### config.mk
export PLATFORM = sky130hd
export DESIGN_NAME = mm_serial_tx
export DESIGN_NICKNAME = d
export VERILOG_FILES = /design/src/rtl/mmtx_pkg.sv /design/src/rtl/mmtx_rate.sv /design/src/rtl/mmtx_shifter.sv /design/src/rtl/mmtx_ctrl.sv /design/src/rtl/mm_serial_tx.sv
export SDC_FILE = /design/constraint.sdc
export NUM_CORES = 1
export LEC_CHECK = 0
export BUFFER_PORTS_ARGS = -buffer_cell sky130_fd_sc_hd__buf_2
export CELL_PAD_IN_SITES_DETAIL_PLACEMENT = 1
export CELL_PAD_IN_SITES_GLOBAL_PLACEMENT = 2
export CORE_UTILIZATION = 38
export CTS_BUF_LIST = sky130_fd_sc_hd__clkbuf_8
export DETAILED_ROUTE_END_ITERATION = 10
export GPL_TIMING_DRIVEN = 0
export PLACE_DENSITY_LB_ADDON = 0.1
export RECOVER_POWER = 100
export SYNTH_ARGS = -nofsm -noshare
export SYNTH_HDL_FRONTEND = slang
export SYNTH_SLANG_ARGS = --single-unit
### constraint.sdc
create_clock -name clk -period 5.6 [get_ports clk]
set_input_delay 1.12 -clock clk [delete_from_list [all_inputs] [get_ports clk]]
set_output_delay 1.12 -clock clk [all_outputs]
set_load 0.01 [all_outputs]
### src/rtl/mmtx_pkg.sv
package mmtx_pkg;

    typedef enum logic [2:0] {
        TX_IDLE,
        TX_START,
        TX_DATA,
        TX_NINTH,
        TX_STOP,
        TX_SHIFT
    } tx_state_e;

    localparam logic [1:0] MODE_SHIFT  = 2'b00;
    localparam logic [1:0] MODE_ASYNC8 = 2'b01;
    localparam logic [1:0] MODE_FIX9   = 2'b10;
    localparam logic [1:0] MODE_VAR9   = 2'b11;

endpackage

### src/rtl/mmtx_rate.sv
module mmtx_rate
    import mmtx_pkg::*;
#(
    parameter int M0_DIV = 12,
    parameter int M2_DIV = 64
) (
    input  logic       clk,
    input  logic       rst_n,
    input  logic       busy,
    input  logic [1:0] mode_q,
    input  logic       fast_clk,
    input  logic       dbl_rate,
    input  logic       bit_tick,
    output logic       bit_end,
    output logic       phase_hi
);

    localparam int MAXDIV = (M0_DIV > M2_DIV) ? M0_DIV : M2_DIV;
    localparam int CW     = $clog2(MAXDIV + 1);

    logic [CW-1:0] cnt;
    logic [CW-1:0] period;
    logic          internal;

    always_comb begin
        unique case (mode_q)
            MODE_SHIFT: period = fast_clk ? CW'(M0_DIV / 2) : CW'(M0_DIV);
            MODE_FIX9:  period = CW'(M2_DIV >> (int'(fast_clk) + int'(dbl_rate)));
            default:    period = CW'(M0_DIV);
        endcase
    end

    assign internal = (mode_q == MODE_SHIFT) || (mode_q == MODE_FIX9);
    assign bit_end  = busy && (internal ? (cnt == period - CW'(1)) : bit_tick);
    assign phase_hi = cnt >= (period >> 1);

    always_ff @(posedge clk) begin
        if (!rst_n) begin
            cnt <= '0;
        end else if (!busy || bit_end || !internal) begin
            cnt <= '0;
        end else begin
            cnt <= cnt + CW'(1);
        end
    end

endmodule

### src/rtl/mmtx_shifter.sv
module mmtx_shifter #(
    parameter int DW = 8
) (
    input  logic          clk,
    input  logic          rst_n,
    input  logic          load,
    input  logic          shift,
    input  logic [DW-1:0] din,
    output logic          lsb
);

    logic [DW-1:0] sh;

    always_ff @(posedge clk) begin
        if (!rst_n) begin
            sh <= '0;
        end else if (load) begin
            sh <= din;
        end else if (shift) begin
            sh <= {1'b0, sh[DW-1:1]};
        end
    end

    assign lsb = sh[0];

endmodule

### src/rtl/mmtx_ctrl.sv
module mmtx_ctrl
    import mmtx_pkg::*;
#(
    parameter int DW = 8
) (
    input  logic       clk,
    input  logic       rst_n,
    input  logic [1:0] mode,
    input  logic       ninth_in,
    input  logic       wr_strobe,
    input  logic       bit_end,
    input  logic       phase_hi,
    input  logic       data_lsb,
    output logic       busy,
    output logic [1:0] mode_q,
    output logic       load,
    output logic       shift,
    output logic       done_evt,
    output logic       txd,
    output logic       shift_clk
);

    localparam int BW = (DW > 1) ? $clog2(DW) : 1;

    tx_state_e     state, nxt;
    logic [BW-1:0] bcnt;
    logic          ninth_q;
    logic          last_bit;

    assign last_bit = (bcnt == BW'(DW - 1));
    assign busy     = (state != TX_IDLE);

    // State register, bit counter and frame latches
    always_ff @(posedge clk) begin
        if (!rst_n) begin
            state   <= TX_IDLE;
            bcnt    <= '0;
            mode_q  <= MODE_SHIFT;
            ninth_q <= 1'b0;
        end else begin
            state <= nxt;
            if (load) begin
                bcnt    <= '0;
                mode_q  <= mode;
                ninth_q <= ninth_in;
            end else if (shift) begin
                bcnt <= last_bit ? '0 : bcnt + BW'(1);
            end
        end
    end

    // Transitions
    always_comb begin
        nxt = state;
        unique case (state)
            TX_IDLE: begin
                if (wr_strobe) nxt = (mode == MODE_SHIFT) ? TX_SHIFT : TX_START;
            end
            TX_START: if (bit_end) nxt = TX_DATA;
            TX_DATA: begin
                if (bit_end && last_bit) nxt = mode_q[1] ? TX_NINTH : TX_STOP;
            end
            TX_NINTH: if (bit_end) nxt = TX_STOP;
            TX_STOP:  if (bit_end) nxt = TX_IDLE;
            TX_SHIFT: if (bit_end && last_bit) nxt = TX_IDLE;
            default:  nxt = TX_IDLE;
        endcase
    end

    // Outputs
    always_comb begin
        load      = (state == TX_IDLE) && wr_strobe;
        shift     = bit_end && ((state == TX_DATA) || (state == TX_SHIFT));
        done_evt  = 1'b0;
        txd       = 1'b1;
        shift_clk = 1'b1;
        unique case (state)
            TX_IDLE:  ;
            TX_START: txd = 1'b0;
            TX_DATA: begin
                txd      = data_lsb;
                done_evt = bit_end && last_bit && !mode_q[1];
            end
            TX_NINTH: begin
                txd      = ninth_q;
                done_evt = bit_end;
            end
            TX_STOP:  ;
            TX_SHIFT: begin
                txd       = data_lsb;
                shift_clk = phase_hi;
                done_evt  = bit_end && last_bit;
            end
            default:  ;
        endcase
    end

endmodule

### src/rtl/mm_serial_tx.sv
module mm_serial_tx
    import mmtx_pkg::*;
#(
    parameter int DW     = 8,
    parameter int M0_DIV = 12,
    parameter int M2_DIV = 64
) (
    input  logic          clk,
    input  logic          rst_n,
    input  logic [1:0]    mode,
    input  logic          ninth_bit,
    input  logic          fast_clk,
    input  logic          dbl_rate,
    input  logic          bit_tick,
    input  logic          wr_strobe,
    input  logic [DW-1:0] wr_data,
    input  logic          flag_clr,
    output logic          txd,
    output logic          shift_clk,
    output logic          tx_flag
);

    logic       busy;
    logic [1:0] mode_q;
    logic       load, shift, done_evt;
    logic       bit_end, phase_hi, data_lsb;

    mmtx_rate #(.M0_DIV(M0_DIV), .M2_DIV(M2_DIV)) u_rate (
        .clk      (clk),
        .rst_n    (rst_n),
        .busy     (busy),
        .mode_q   (mode_q),
        .fast_clk (fast_clk),
        .dbl_rate (dbl_rate),
        .bit_tick (bit_tick),
        .bit_end  (bit_end),
        .phase_hi (phase_hi)
    );

    mmtx_shifter #(.DW(DW)) u_shift (
        .clk   (clk),
        .rst_n (rst_n),
        .load  (load),
        .shift (shift),
        .din   (wr_data),
        .lsb   (data_lsb)
    );

    mmtx_ctrl #(.DW(DW)) u_ctrl (
        .clk       (clk),
        .rst_n     (rst_n),
        .mode      (mode),
        .ninth_in  (ninth_bit),
        .wr_strobe (wr_strobe),
        .bit_end   (bit_end),
        .phase_hi  (phase_hi),
        .data_lsb  (data_lsb),
        .busy      (busy),
        .mode_q    (mode_q),
        .load      (load),
        .shift     (shift),
        .done_evt  (done_evt),
        .txd       (txd),
        .shift_clk (shift_clk)
    );

    // Sticky completion flag: set has priority over clear
    always_ff @(posedge clk) begin
        if (!rst_n) begin
            tx_flag <= 1'b0;
        end else if (done_evt) begin
            tx_flag <= 1'b1;
        end else if (flag_clr) begin
            tx_flag <= 1'b0;
        end
    end

endmodule

==> metrics, run 1 <==
period utilisation layout 75.1%; post-CTS sizing 0; Worst setup SP type primary input; remaining antenna violation count 0; final setup vio count 0; commonest non-fill, non-tap cell in the layout dfxtp_1; Crit Path Category in -> out; Clock Latency Late Sink 0.27 ns; Area growth syn-to-layout 11.9%; synth warn 0; initial antenna violation count 0; WL final 4.92 mm; peak supply drop 119 uV; I/O Buffers 20; total gr overflow 0; Layout Skew 0.0135 ns; Iter 0 DRT Violations 127; Slew headroom 25.7%; non-filler instance count after layout 285; crit-path max cell delay 0.44 ns; post-synth top area share 30.2%; GRT Total Usage 22.8%; n_diodes 0; Util after Layout 45.4%; clock-pin slew on the worst setup and hold paths 0.10 ns; most used cell, CP a21o_1; Sinks on Clock Net 25; TritonRoute pass-1 iters 4; Critical Path AT 3.09 ns; Netlist cell types 47; post-synthesis sequential area ratio 30.2%; Placed Instances 281; Max Cap Viol 0; Worst path slowest cell ha_1; die width 68.1 um; Cells after Synth 211; standard-cell rows 23; H-tree levels 1; Core Area 4090 sq um; total power 395 uW; DR WL/cell 17.2 um; Hold Path Class reg -> reg; status finished clean; max-slew violation count 0; detailed placement HPWL 3.71 mm; synthesized flop and latch total 25; fin nets 266; Post-CTS Setup Bufs 0; Die ar. 4630 sq um; Mapped Area 1660 sq um; Die Span Y 68.1 um; setup_tns 0 ns; Starting Density 40.6%; # IOs 21; cts hold-fix bufs 0; CP required 4.48 ns; top cell type by total area after synthesis dfxtp_1; RePlAce Congestion 0.787; fmax 238 MHz; Synth area leaders dfxtp_1 30%, ha_1 9.0%, nand2_1 5.4%; asr flop ratio synth 0%; Crit. End Element output port; clock root buffer master clkbuf_8; ys flop type dfxtp_1; slew at the pin closest to its max-slew limit 1.11 ns; PD cells 213 nW/um^2; Post-synth EDFFs 0; Avg Inst Size Synth 7.86 sq um; crit path cell chain clkbuf_1, inv_1, ha_1, nand2_1, a21o_1, ha_1, a21o_1, a21o_1, a21oi_1, o21ai_0, clkbuf_1; share of cells above drive strength 1 10.6%; Final Hold Vio Count 0; routed via count 1689; cts bufs inserted 3; # DRC 0; CP max FO 9; most frequent cells in the layout 25 x dfxtp_1, 24 x nand2_1, 16 x buf_2; Post-Syn Nets 241; first-pass GRT wire length 7.79 mm; pin count of the biggest net entering global routing 15; minimum clock period 4.21 ns; RSZ-0062 raised after global routing no; Leak Pwr 0.000736 uW; CTS tree built; vias in the first global route 1621; Vias/cell 5.93; clock buffer depth 2
[cell type report]
type	instances	area (sq um)
fillers	532	2230
clock buffers	3	41.3
clock inverters	1	5.00
inverters	12	45.0
multi-input cells	162	1060
repair buffers	20	95.1
plain buffers	12	48.8
well taps	50	62.6
flip-flops and latches	25	500
[kinds of logic (layout without fill, tap and decap cells)]
kind of cell | after synthesis | count (layout) | share of synthesized area [%]
DFF | 25 | 25 | 30.2
xor gates and xnor gates | 6 | 6 | 3.17
buffers and inverters | 24 | 48 | 5.81
adders and majority gates | 12 | 12 | 9.05
AOI/OAI and AO/OA | 66 | 66 | 25.9
and+or+nand+nor | 78 | 78 | 25.9
[metal layers]
metal	track usage, %	vias up	wire length (um)
met5	0	-	0
met4	6.25	0	33
met3	2.67	2	97
met2	37.6	26	2320
met1	31.0	835	2460
li1	-	826	-
[power by group]
group	internal (uW)	switching, uW	total, uW
logic	33.9	55.7	89.6
clock network	49.8	60.1	110
registers	188	7.32	195
[Yosys cell counts (2+ instances only)]
master / number
a211o_1: 2
a21o_1: 6
a21oi_1: 15
a31oi_1: 8
and3_1: 2
and4_1: 2
buf_2: 2
clkbuf_1: 8
dfxtp_1: 25
ha_1: 12
inv_1: 11
nand2_1: 24
nand2b_1: 4
nand3_1: 9
nand3b_1: 2
nand4_1: 4
nor2_1: 7
nor3_1: 4
nor3b_1: 2
nor4_1: 3
nor4b_1: 2
o211ai_1: 10
o21a_1: 2
o21ai_0: 13
o221ai_1: 2
or3_1: 4
or3b_1: 2
xnor2_1: 5
[sequential cells by signal (all words and copies together) (netlist names)]
register and cells:
u_ctrl.bcnt 3, u_ctrl.ninth_q 1, u_ctrl.mode_q 2, u_ctrl.state 3
u_rate.cnt 7, u_shift.sh 8, tx_flag 1
[path summary, 6_finish.rpt]
check / startpoint / end / slack (ns) / cells past startpoint
hold reg to reg: u_ctrl.ninth_q / u_ctrl.ninth_q / 0.47 / 2
setup reg to reg: u_ctrl.mode_q[0] / u_shift.sh[4] / 3.08 / 8
setup / recovery: fast_clk / shift_clk / 1.39 / 11
hold / removal: u_ctrl.ninth_q / u_ctrl.ninth_q / 0.47 / 2
[stage by stage]
stage	setup slack, ns	instance area (sq um)	hold WS (ns)
4_1_cts	1.47	1870	0.472
6_report	1.39	1860	0.471
3_3_place_gp	1.61	1820	0.444
3_5_place_dp	1.48	1820	0.452
5_1_grt	1.25	1860	0.499
2_1_floorplan	1.92	1660	0.433
[worst max-delay path: cells and delay by family]
kind                     cells  cell delay, ns
AO/OA/AOI/OAI                5            0.76
adder cells (fa/ha/maj)      2            0.71
buffers and inverters        3            0.42
AND/OR/NAND/NOR              1            0.08
Note: power is estimated with default switching activity, not from simulation.
==> run 2, diff against run 1 <==
--- a/config.mk
+++ b/config.mk
@@ -8,7 +8,7 @@
 export BUFFER_PORTS_ARGS = -buffer_cell sky130_fd_sc_hd__buf_2
 export CELL_PAD_IN_SITES_DETAIL_PLACEMENT = 1
 export CELL_PAD_IN_SITES_GLOBAL_PLACEMENT = 2
-export CORE_UTILIZATION = 38
+export CORE_UTILIZATION = 31
 export CTS_BUF_LIST = sky130_fd_sc_hd__clkbuf_8
 export DETAILED_ROUTE_END_ITERATION = 10
 export GPL_TIMING_DRIVEN = 0
==> constraint.sdc (replaced) <==
create_clock -name clk -period 3.6 [get_ports clk]
set_input_delay 0.72 -clock clk [delete_from_list [all_inputs] [get_ports clk]]
set_output_delay 0.72 -clock clk [all_outputs]
set_load 0.01 [all_outputs]
==> metrics, run 2 (synthesis results as in run 1) <==
RePlAce Congestion 0.757; post-CTS sizing 0; Clock Power Share 29.8%; pin count of the biggest net entering global routing 17; fmax 305 MHz; clock-pin slew on the worst setup and hold paths 0.10 ns; standard-cell rows 26; PD cells 333 nW/um^2; peak supply drop 147 uV; commonest non-fill, non-tap cell in the layout dfxtp_1; first-pass GRT wire length 8.38 mm; Reg area 500 sq um; Setup WS post-layout 0.324 ns; largest reg by FF count u_shift.sh; area occupied by multi-input gates 1060 sq um; clock buffer depth 2; Core Area 5140 sq um; NetSw 202 uW; total gr overflow 0; Post-CTS Setup Bufs 0; # DRC 0; I/O Buffers 20; Leak Pwr 0.000740 uW; Layout Skew 0.0125 ns; DR WL/cell 16.0 um; Hold Path Class reg -> reg; Vias/cell 5.44; initial antenna violation count 0; final setup vio count 0; TritonRoute pass-1 iters 4; Starting Density 32.3%; # IOs 21; largest registers u_shift.sh: 8 flops, u_rate.cnt: 7 flops; RSZ-0062 raised after global routing no; n_diodes 0; vias in the first global route 1711; most frequent cells in the layout 25 x dfxtp_1, 24 x nand2_1, 17 x buf_2; CP required 3.80 ns; CTS tree built; pre-CTS setup slack 0.224 ns; Comb pwr share 21.9%; remaining antenna violation count 0; slew at the pin closest to its max-slew limit 1.18 ns; status finished clean; Iter 0 DRT Violations 30; GRT Total Usage 19.6%; Sinks on Clock Net 25; max reg flops 8; clock root buffer master clkbuf_8; minimum clock period 3.28 ns; internal power 427 uW; H-tree levels 1; Worst setup SP type primary input; die width 75.2 um; share of cells above drive strength 1 11.1%; setup_tns 0 ns; Crit Path Category in -> reg; routed via count 1660; Final Hold Vio Count 0; Slew headroom 20.6%; WL final 4.88 mm; Die ar. 5650 sq um; period utilisation layout 91.0%; Area growth syn-to-layout 13.7%; cts bufs inserted 3; Sw Ratio 32.2%; detailed placement HPWL 3.68 mm; Die Span Y 75.2 um; Max Cap Viol 0; fill count 658; max-slew violation count 0; CP max FO 10; Reg power frac 48.3%; Critical Path AT 3.48 ns; Crit. End Element register; fin nets 266; cts hold-fix bufs 0; Clock Latency Late Sink 0.28 ns
[run 2: changes by cell type in the layout (fill, tap and decap cells not counted), sizes merged]
cell    before  now
inv         12   13
clkinv       1    0
buf         18   19
clkbuf      17   16
[run 2: layout make-up]
type | count | area share [%]
clock buffer | 3 | 2.19
buffer | 12 | 2.59
clock inverter | 1 | 0.464
timing repair buffer | 20 | 5.11
multi-input combinational | 162 | 56.1
sequential | 25 | 26.5
tap | 70 | 4.64
inverter | 12 | 2.39
[run 2: path summary, 6_finish.rpt]
check | end | startpoint | slack [ns] | cells past startpoint
worst min register to register | u_ctrl.ninth_q | u_ctrl.ninth_q | 0.46 | 2
worst max-delay path | u_shift.sh[0] | fast_clk | 0.32 | 10
worst min-delay path | u_ctrl.ninth_q | u_ctrl.ninth_q | 0.46 | 2
worst max register to register | u_shift.sh[0] | u_ctrl.mode_q[0] | 1.03 | 8
[run 2: routing by layer]
layer	track usage [%]	up-vias	wire, um
met5	0	-	0
met2	35.8	17	2460
li1	-	829	-
met3	2.68	4	80
met1	24.5	810	2290
met4	4.32	0	38
[run 2: worst max-delay path, cell delays in order]
cell,delay [ns]
buf_2,0.15
inv_1,0.06
ha_1,0.39
or3_1,0.40
a21oi_1,0.21
o211ai_1,0.17
nor4_1,0.55
clkbuf_1,0.45
o211ai_1,0.19
a31oi_1,0.19
[run 2: metrics by stage]
stage | cells | hold slack, ns | power (uW) | instance area [sq um] | util [%]
floorplan | 211 | 0.433 | 402 | 1660 | -
global placement | 301 | 0.441 | 444 | 1850 | 35.9
detailed placement | 301 | 0.449 | 450 | 1850 | 35.9
CTS | 305 | 0.464 | 637 | 1900 | 36.9
global route | 305 | 0.483 | 672 | 1890 | 36.7
finish | 305 | 0.458 | 629 | 1890 | 36.7
[run 2: power groups by stage]
stage / Sequential, uW / Clock [uW] / Combinational [uW]
after global placement: 309 / 0 / 135
after CTS: 304 / 193 / 140
after detailed placement: 310 / 0 / 140
after floorplan: 307 / 0 / 95.5
after global routing: 306 / 207 / 159
final: 304 / 187 / 138
